$ cat src/rtl/pwr_mode_pkg.sv
package pwr_mode_pkg;

    localparam int NUM_SRC  = 5;
    localparam int DATA_W   = NUM_SRC + 1;
    localparam int ADDR_W   = 2;

    localparam logic [ADDR_W-1:0] A_MODE  = 2'd0;
    localparam logic [ADDR_W-1:0] A_WKEN  = 2'd1;
    localparam logic [ADDR_W-1:0] A_FLAGS = 2'd2;
    localparam logic [ADDR_W-1:0] A_OSC   = 2'd3;

    localparam logic [1:0] MC_NONE    = 2'd0;
    localparam logic [1:0] MC_STOP    = 2'd1;
    localparam logic [1:0] MC_SUSPEND = 2'd2;
    localparam logic [1:0] MC_SLEEP   = 2'd3;

    typedef enum logic [2:0] {
        PM_ACTIVE  = 3'd0,
        PM_STOP    = 3'd1,
        PM_SUSPEND = 3'd2,
        PM_SLEEP   = 3'd3,
        PM_RESUME  = 3'd4
    } pm_state_e;

    typedef struct packed {
        logic sys_clk_en;
        logic prec_osc_en;
        logic lp_osc_allow;
        logic core_reg_en;
        logic ram_main_sel;
        logic wake_req_n;
        logic src_valid;
    } pm_ctrl_t;

endpackage

$ cat src/rtl/pwr_sync.sv
module pwr_sync #(
    parameter int   WIDTH   = 1,
    parameter int   STAGES  = 2,
    parameter logic RST_VAL = 1'b0
) (
    input  logic             clk_i,
    input  logic             rst_ni,
    input  logic [WIDTH-1:0] d_i,
    output logic [WIDTH-1:0] q_o
);

    logic [WIDTH-1:0] stage_q [STAGES];

    generate
        for (genvar s = 0; s < STAGES; s++) begin : g_stage
            always_ff @(posedge clk_i or negedge rst_ni) begin
                if (!rst_ni) begin
                    stage_q[s] <= {WIDTH{RST_VAL}};
                end else if (s == 0) begin
                    stage_q[s] <= d_i;
                end else begin
                    stage_q[s] <= stage_q[(s > 0) ? s - 1 : 0];
                end
            end
        end
    endgenerate

    assign q_o = stage_q[STAGES-1];

endmodule

$ cat src/rtl/pwr_wake_flags.sv
module pwr_wake_flags #(
    parameter int NSRC = 5,
    localparam int DW  = NSRC + 1
) (
    input  logic            clk_i,
    input  logic            rst_ni,
    input  logic            por_ni,
    input  logic            en_we_i,
    input  logic            clr_we_i,
    input  logic [DW-1:0]   wdata_i,
    input  logic            set_en_i,
    input  logic [NSRC-1:0] evt_sync_i,
    input  logic            pin_fell_i,
    input  logic            mask_i,
    output logic [NSRC-1:0] en_o,
    output logic [DW-1:0]   flags_vis_o,
    output logic            wake_any_o
);

    logic [NSRC-1:0] en_q;
    logic [NSRC-1:0] src_q;
    logic            pin_q;
    logic [NSRC-1:0] hit;
    logic [DW-1:0]   flags_all;

    assign hit        = evt_sync_i & en_q;
    assign wake_any_o = (|hit) | pin_fell_i;

    always_ff @(posedge clk_i or negedge rst_ni) begin
        if (!rst_ni) begin
            en_q <= '0;
        end else if (en_we_i) begin
            en_q <= wdata_i[NSRC-1:0];
        end
    end

    // Source flags: W1C, a set in the same cycle wins
    always_ff @(posedge clk_i or negedge rst_ni) begin
        if (!rst_ni) begin
            src_q <= '0;
        end else begin
            src_q <= (src_q & ~(clr_we_i ? wdata_i[NSRC-1:0] : '0))
                   | (set_en_i ? hit : '0);
        end
    end

    // Reset-pin cause flag survives the system reset
    always_ff @(posedge clk_i or negedge por_ni) begin
        if (!por_ni) begin
            pin_q <= 1'b0;
        end else if (rst_ni) begin
            pin_q <= (pin_q & ~(clr_we_i & wdata_i[NSRC]))
                   | (set_en_i & pin_fell_i);
        end
    end

    assign flags_all   = {pin_q, src_q};
    assign en_o        = en_q;
    assign flags_vis_o = mask_i ? '0 : flags_all;


    w1c_clear_chk: assert property (@(posedge clk_i) disable iff (!rst_ni)
        (clr_we_i && !set_en_i) |=> ((flags_all & $past(wdata_i)) == '0));

endmodule

$ cat src/rtl/pwr_mode_fsm.sv
module pwr_mode_fsm
    import pwr_mode_pkg::*;
#(
    parameter int RESUME_CYC = 6,
    parameter int MASK_CYC   = 2,
    localparam int CW        = (RESUME_CYC > 1) ? $clog2(RESUME_CYC) : 1
) (
    input  logic      clk_i,
    input  logic      rst_ni,
    input  logic      mode_we_i,
    input  logic [1:0] mode_code_i,
    input  logic      wake_any_i,
    output pm_state_e state_o,
    output logic      lowpwr_o,
    output logic      flag_mask_o,
    output pm_ctrl_t  ctrl_o
);

    localparam logic [CW-1:0] CNT_LAST = CW'(RESUME_CYC - 1);
    localparam logic [CW-1:0] CNT_MASK = CW'(MASK_CYC);

    pm_state_e     state_q, state_d;
    logic [CW-1:0] cnt_q, cnt_d;

    // next-state logic
    always_comb begin
        state_d = state_q;
        cnt_d   = cnt_q;
        unique case (state_q)
            PM_ACTIVE: begin
                if (mode_we_i) begin
                    unique case (mode_code_i)
                        MC_STOP:    state_d = PM_STOP;
                        MC_SUSPEND: state_d = PM_SUSPEND;
                        MC_SLEEP:   state_d = PM_SLEEP;
                        default:    state_d = PM_ACTIVE;
                    endcase
                end
            end
            PM_STOP: state_d = PM_STOP;
            PM_SUSPEND, PM_SLEEP: begin
                if (wake_any_i) begin
                    state_d = PM_RESUME;
                    cnt_d   = '0;
                end
            end
            PM_RESUME: begin
                if (cnt_q == CNT_LAST) begin
                    state_d = PM_ACTIVE;
                end else begin
                    cnt_d = cnt_q + 1'b1;
                end
            end
            default: state_d = PM_ACTIVE;
        endcase
    end

    // state register
    always_ff @(posedge clk_i or negedge rst_ni) begin
        if (!rst_ni) begin
            state_q <= PM_ACTIVE;
            cnt_q   <= '0;
        end else begin
            state_q <= state_d;
            cnt_q   <= cnt_d;
        end
    end

    // outputs
    always_comb begin
        ctrl_o = '0;
        unique case (state_q)
            PM_ACTIVE: begin
                ctrl_o.sys_clk_en   = 1'b1;
                ctrl_o.prec_osc_en  = 1'b1;
                ctrl_o.lp_osc_allow = 1'b1;
                ctrl_o.core_reg_en  = 1'b1;
                ctrl_o.src_valid    = 1'b1;
            end
            PM_STOP: begin
                ctrl_o.lp_osc_allow = 1'b1;
                ctrl_o.core_reg_en  = 1'b1;
            end
            PM_SUSPEND: begin
                ctrl_o.core_reg_en  = 1'b1;
            end
            PM_SLEEP: begin
                ctrl_o.ram_main_sel = 1'b1;
                ctrl_o.wake_req_n   = 1'b1;
            end
            PM_RESUME: begin
                ctrl_o.sys_clk_en   = 1'b1;
                ctrl_o.prec_osc_en  = 1'b1;
                ctrl_o.lp_osc_allow = 1'b1;
                ctrl_o.core_reg_en  = 1'b1;
            end
            default: ctrl_o = '0;
        endcase
    end

    assign state_o     = state_q;
    assign lowpwr_o    = (state_q == PM_SUSPEND) || (state_q == PM_SLEEP);
    assign flag_mask_o = (state_q == PM_RESUME) && (cnt_q < CNT_MASK);


    stop_hold_chk: assert property (@(posedge clk_i) disable iff (!rst_ni)
        (state_q == PM_STOP) |=> (state_q == PM_STOP));


    mode_entry_chk: assert property (@(posedge clk_i) disable iff (!rst_ni)
        (state_q == PM_ACTIVE && mode_we_i && mode_code_i == MC_SUSPEND)
        |=> (state_q == PM_SUSPEND));


    wake_exit_chk: assert property (@(posedge clk_i) disable iff (!rst_ni)
        (lowpwr_o && wake_any_i) |=> (state_q == PM_RESUME));


    resume_exit_chk: assert property (@(posedge clk_i) disable iff (!rst_ni)
        (state_q == PM_RESUME && cnt_q == CNT_LAST) |=> (state_q == PM_ACTIVE));

endmodule

$ cat src/rtl/pwr_mode_seq.sv
module pwr_mode_seq
    import pwr_mode_pkg::*;
#(
    parameter int RESUME_CYC  = 6,
    parameter int MASK_CYC    = 2,
    parameter int SYNC_STAGES = 2
) (
    input  logic                   clk,
    input  logic                   por_n,
    input  logic                   rst_n,
    input  logic                   cfg_we,
    input  logic [ADDR_W-1:0]      cfg_addr,
    input  logic [DATA_W-1:0]      cfg_wdata,
    output logic [DATA_W-1:0]      cfg_rdata,
    input  logic [NUM_SRC-1:0]     wake_evt,
    input  logic                   rst_pin_n,
    output logic                   sys_clk_en,
    output logic                   prec_osc_en,
    output logic                   lp_osc_en,
    output logic                   core_reg_en,
    output logic                   ram_main_sel,
    output logic                   wake_req_n,
    output logic                   src_valid
);

    logic               sys_rst_n;
    logic [NUM_SRC-1:0] evt_sync;
    logic               pin_sync;
    logic               pin_prev_q;
    logic               pin_fell;
    logic               lp_cfg_q;
    logic               wake_any;
    logic               lowpwr;
    logic               flag_mask;
    logic [NUM_SRC-1:0] en_val;
    logic [DATA_W-1:0]  flags_vis;
    pm_state_e          state;
    pm_ctrl_t           ctrl;

    assign sys_rst_n = por_n & rst_n;

    pwr_sync #(.WIDTH(NUM_SRC), .STAGES(SYNC_STAGES), .RST_VAL(1'b0)) u_evt_sync (
        .clk_i (clk),
        .rst_ni(sys_rst_n),
        .d_i   (wake_evt),
        .q_o   (evt_sync)
    );

    pwr_sync #(.WIDTH(1), .STAGES(SYNC_STAGES), .RST_VAL(1'b1)) u_pin_sync (
        .clk_i (clk),
        .rst_ni(sys_rst_n),
        .d_i   (rst_pin_n),
        .q_o   (pin_sync)
    );

    always_ff @(posedge clk or negedge sys_rst_n) begin
        if (!sys_rst_n) begin
            pin_prev_q <= 1'b1;
        end else begin
            pin_prev_q <= pin_sync;
        end
    end

    assign pin_fell = pin_prev_q & ~pin_sync;

    always_ff @(posedge clk or negedge sys_rst_n) begin
        if (!sys_rst_n) begin
            lp_cfg_q <= 1'b0;
        end else if (cfg_we && cfg_addr == A_OSC) begin
            lp_cfg_q <= cfg_wdata[0];
        end
    end

    pwr_wake_flags #(.NSRC(NUM_SRC)) u_flags (
        .clk_i      (clk),
        .rst_ni     (sys_rst_n),
        .por_ni     (por_n),
        .en_we_i    (cfg_we && cfg_addr == A_WKEN),
        .clr_we_i   (cfg_we && cfg_addr == A_FLAGS),
        .wdata_i    (cfg_wdata),
        .set_en_i   (lowpwr),
        .evt_sync_i (evt_sync),
        .pin_fell_i (pin_fell),
        .mask_i     (flag_mask),
        .en_o       (en_val),
        .flags_vis_o(flags_vis),
        .wake_any_o (wake_any)
    );

    pwr_mode_fsm #(.RESUME_CYC(RESUME_CYC), .MASK_CYC(MASK_CYC)) u_fsm (
        .clk_i      (clk),
        .rst_ni     (sys_rst_n),
        .mode_we_i  (cfg_we && cfg_addr == A_MODE),
        .mode_code_i(cfg_wdata[1:0]),
        .wake_any_i (wake_any),
        .state_o    (state),
        .lowpwr_o   (lowpwr),
        .flag_mask_o(flag_mask),
        .ctrl_o     (ctrl)
    );

    always_comb begin
        unique case (cfg_addr)
            A_MODE:  cfg_rdata = DATA_W'(state);
            A_WKEN:  cfg_rdata = DATA_W'(en_val);
            A_FLAGS: cfg_rdata = flags_vis;
            default: cfg_rdata = DATA_W'(lp_cfg_q);
        endcase
    end

    assign sys_clk_en   = ctrl.sys_clk_en;
    assign prec_osc_en  = ctrl.prec_osc_en;
    assign lp_osc_en    = ctrl.lp_osc_allow & lp_cfg_q;
    assign core_reg_en  = ctrl.core_reg_en;
    assign ram_main_sel = ctrl.ram_main_sel;
    assign wake_req_n   = ctrl.wake_req_n;
    assign src_valid    = ctrl.src_valid;

endmodule

$ cat config.mk
export PLATFORM = sky130hd
export DESIGN_NAME = pwr_mode_seq
export DESIGN_NICKNAME = d
export VERILOG_FILES = /design/src/rtl/pwr_mode_pkg.sv /design/src/rtl/pwr_sync.sv /design/src/rtl/pwr_wake_flags.sv /design/src/rtl/pwr_mode_fsm.sv /design/src/rtl/pwr_mode_seq.sv
export SDC_FILE = /design/constraint.sdc
export NUM_CORES = 1
export LEC_CHECK = 0
export ABC_AREA = 1
export BUFFER_PORTS_ARGS = -buffer_cell sky130_fd_sc_hd__buf_4
export CELL_PAD_IN_SITES_DETAIL_PLACEMENT = 0
export CELL_PAD_IN_SITES_GLOBAL_PLACEMENT = 2
export CORE_UTILIZATION = 33
export DETAILED_ROUTE_END_ITERATION = 10
export GPL_ROUTABILITY_DRIVEN = 0
export PLACE_DENSITY_LB_ADDON = 0.1
export SKIP_CTS_REPAIR_TIMING = 1
export SLEW_MARGIN = 20
export SYNTH_ARGS = -nofsm -noshare
export SYNTH_HDL_FRONTEND = slang
export SYNTH_HIERARCHICAL = 1
export SYNTH_SLANG_ARGS = --single-unit
$ cat constraint.sdc
create_clock -name clk -period 4.9 [get_ports clk]
set_clock_uncertainty 0.2 [all_clocks]
set_input_delay 0.49 -clock clk [delete_from_list [all_inputs] [get_ports clk]]
set_output_delay 0.49 -clock clk [all_outputs]
set_load 0.02 [all_outputs]
==> results_dict.tcl <==
set metrics [dict create \
    coreArea_um2 4474 \
    overflow 0 \
    dpl.hpwl_um 2345 \
    dpl-instance-area_um2 1813 \
    synth_top_cell_by_area "dfrtp_1" \
    grtUsageTotal 0.1478 \
    cp_cell_sequence "nor2_4 > nand2_1 > nor3_1 > nor2_1 > nand3_1 > nand4_1 > buf_4" \
    seq_area_frac_synth 0.4941 \
    dp.cells 271 \
    initial_core_util 0.3526 \
    portBuffers 30 \
    first_global_vias 1222 \
    tightestPinTransition_ns 0.7566 \
    synth_nets 217 \
    hold_class "in -> async" \
    area_growth_pct 21.49 \
    clock_latency_ns 0.28 \
    drc 3 \
    syn_avg_cell_area_um2 8.009 \
    nets 247 \
    cts_made_buffers 5 \
    num_rows 24 \
    final_core_util 0.4284 \
    synth_area_leaders "dfrtp_1 44%, nand2_1 15%, inv_1 7.1%" \
    drive_gt1_frac 0.2544 \
    clk_pin_slew_ns 0.07 \
    yosysTopAreaCellShare 0.4441 \
    start_kind "register" \
    ir_drop_mv 0.1991 \
    rsz0062_at_grt "false" \
    critPathArrivalTime_ns 2.17 \
    htree_levels 2 \
    clkSinkCount 31 \
    setup_viol 0 \
    cp_max_fo 7 \
    cp-end-kind "output port" \
    cpPeakStageDelay_ns 0.61 \
    power-per-cell-area_nw_per_um2 473.9 \
    ys_ff_latch 31 \
    firstDrtPassIters 9 \
    final_design_area_no_fill_um2 1917 \
    setup_tns_ns 0 \
    critical_path_buf_inv_count 1 \
    final_hold_viol_count 0 \
    synth_area_um2 1578 \
    wl_per_cell_um 11.45 \
    antenna_left 0 \
    cp_data_required_time_ns 4.21 \
    antenna_found_initial 0 \
    die_h_um 71.15 \
    clk_path_buf_depth 2 \
    max-cap-violations 0 \
    cts_tree "done" \
    slew_viol_final 0 \
    cpMaxStageDelayCell "nor3_1" \
    grt_max_degree 33 \
    die_area_um2 5062 \
    grt_pass1_wl_um 5616 \
    ys_types 19 \
    violations "design-rule violations" \
    dieWidth_um 71.15 \
    final_cells 280 \
    min_period_ns 2.864 \
    synth_cells 197 \
    drt-total-wl_um 3207 \
    fillers 464 \
    yosysWarningCount 6 \
    via_per_inst 4.314 \
    ios 31 \
    status "finished with violations" \
    n_antenna_cell 0 \
    period_share 0.5845 \
    whs_ns 0.1073 \
    power_leakage_nw 1.036 \
    vias 1208 \
    root_buffer "clkbuf_8" \
    fmax_ghz 0.3492 \
    drt_iter0_markers 31 \
    critPathTopFamily "simple AND/OR/NAND/NOR gates" \
    critPathKind "reg -> out" \
    maxSlewHeadroom 0.4917 \
]
==> area by class of cell <==
cell class                      count  area [um^2]  share of cell area
Sequential cell                    31        779.5              0.4067
Multi-Input combinational cell    124        611.8              0.3192
Timing Repair Buffer               32        242.7              0.1266
Inverter                           33        123.9             0.06462
Clock buffer                        5        68.82             0.03590
Tap cell                           52        65.06             0.03394
Clock inverter                      3        25.02             0.01305
==> cell usage after synthesis <==
library cell,n
a21oi_1,1
buf_4,9
dfrtp_1,28
dfstp_2,3
ha_1,2
inv_1,30
inv_2,3
nand2_1,64
nand2_4,3
nand3_1,15
nand3_2,4
nand4_1,3
nor2_1,18
nor2_4,4
nor3_1,3
o21a_1,1
o21ai_0,1
o21ai_1,4
o21ai_2,1
==> cell usage in the layout, fill, tap and decap left out, types with 2 or more instances in the layout <==
master and instances:
nand3_1 15, nand2_4 3, clkinv_4 2, o21ai_1 4, nand2_1 64, nor2_1 18, nor2_4 4, nor3_1 2
dfstp_2 3, nand3_2 4, inv_1 30, buf_4 31, nand4_1 3, dfrtp_1 28, inv_2 3, ha_1 2
clkbuf_8 5
==> worst register-to-register path: cells and delay by family (launching register included) <==
kind | cells | cell delay (ns)
flip-flops | 1 | 0.51
AND/OR/NAND/NOR | 8 | 0.57
buffers and inverters | 3 | 0.14
==> registers in the layout, indices dropped and copies added (netlist names) <==
signal	flops
u_evt_sync/q_o	5
u_evt_sync/stage_q	5
u_flags/en_o	5
u_flags/src_q	5
u_fsm/cnt_q	3
u_fsm/state_o	3
lp_cfg_q	1
pin_prev_q	1
u_flags/pin_q	1
u_pin_sync/q_o	1
u_pin_sync/stage_q	1
==> metrics by stage <==
| stage | total power, mW | setup WS [ns] |
|---|---|---|
| global placement | 0.7096 | 2.366 |
| global route | 0.9914 | 1.740 |
| floorplan | 0.6046 | 2.605 |
| finish | 0.9084 | 2.036 |
| detailed placement | 0.7130 | 2.293 |
| CTS | 0.9249 | 1.981 |
==> worst paths after layout <==
| check | start | endpoint | slack, ns | cells past startpoint |
|---|---|---|---|---|
| max in group asynchronous | por_n | pin_prev_q$_DFF_PN1_ | 3.49 | 5 |
| min reg2reg | u_evt_sync/stage_q[6]$_DFF_PN0_ | u_evt_sync/q_o[1]$_DFF_PN0_ | 0.15 | 0 |
| min in group clk | wake_evt[4] | u_evt_sync/stage_q[9]$_DFF_PN0_ | 0.11 | 1 |
| min | rst_n | u_flags/src_q[3]$_DFF_PN0_ | 0.11 | 4 |
| max reg2reg | pin_prev_q$_DFF_PN1_ | u_fsm/state_o[0]$_DFFE_PN0P_ | 3.36 | 11 |
| max | u_fsm/state_o[0]$_DFFE_PN0P_ | cfg_rdata[0] | 2.04 | 7 |
==> cells by family (layout without fill, tap and decap cells) <==
family	Yosys count	in the layout	share of synthesized area
buf+inv	42	73	0.1213
compound gates	8	8	0.02934
flops	31	31	0.4941
simple gates	114	114	0.3394
fa+ha+maj	2	2	0.01586
==> power by group <==
group	switching [mW]	internal, mW
Combinational	0.212	0.136
Clock	0.104	0.101
Sequential	0.0497	0.306
==> routing by layer <==
layer	vias up	track usage	wire [um]
li1	649	-	-
met1	535	0.1965	1617
met2	22	0.2254	1422
met3	2	0.04843	140
met4	0	0.05333	25
met5	-	0	0
Power figures use the tool's default switching activity.
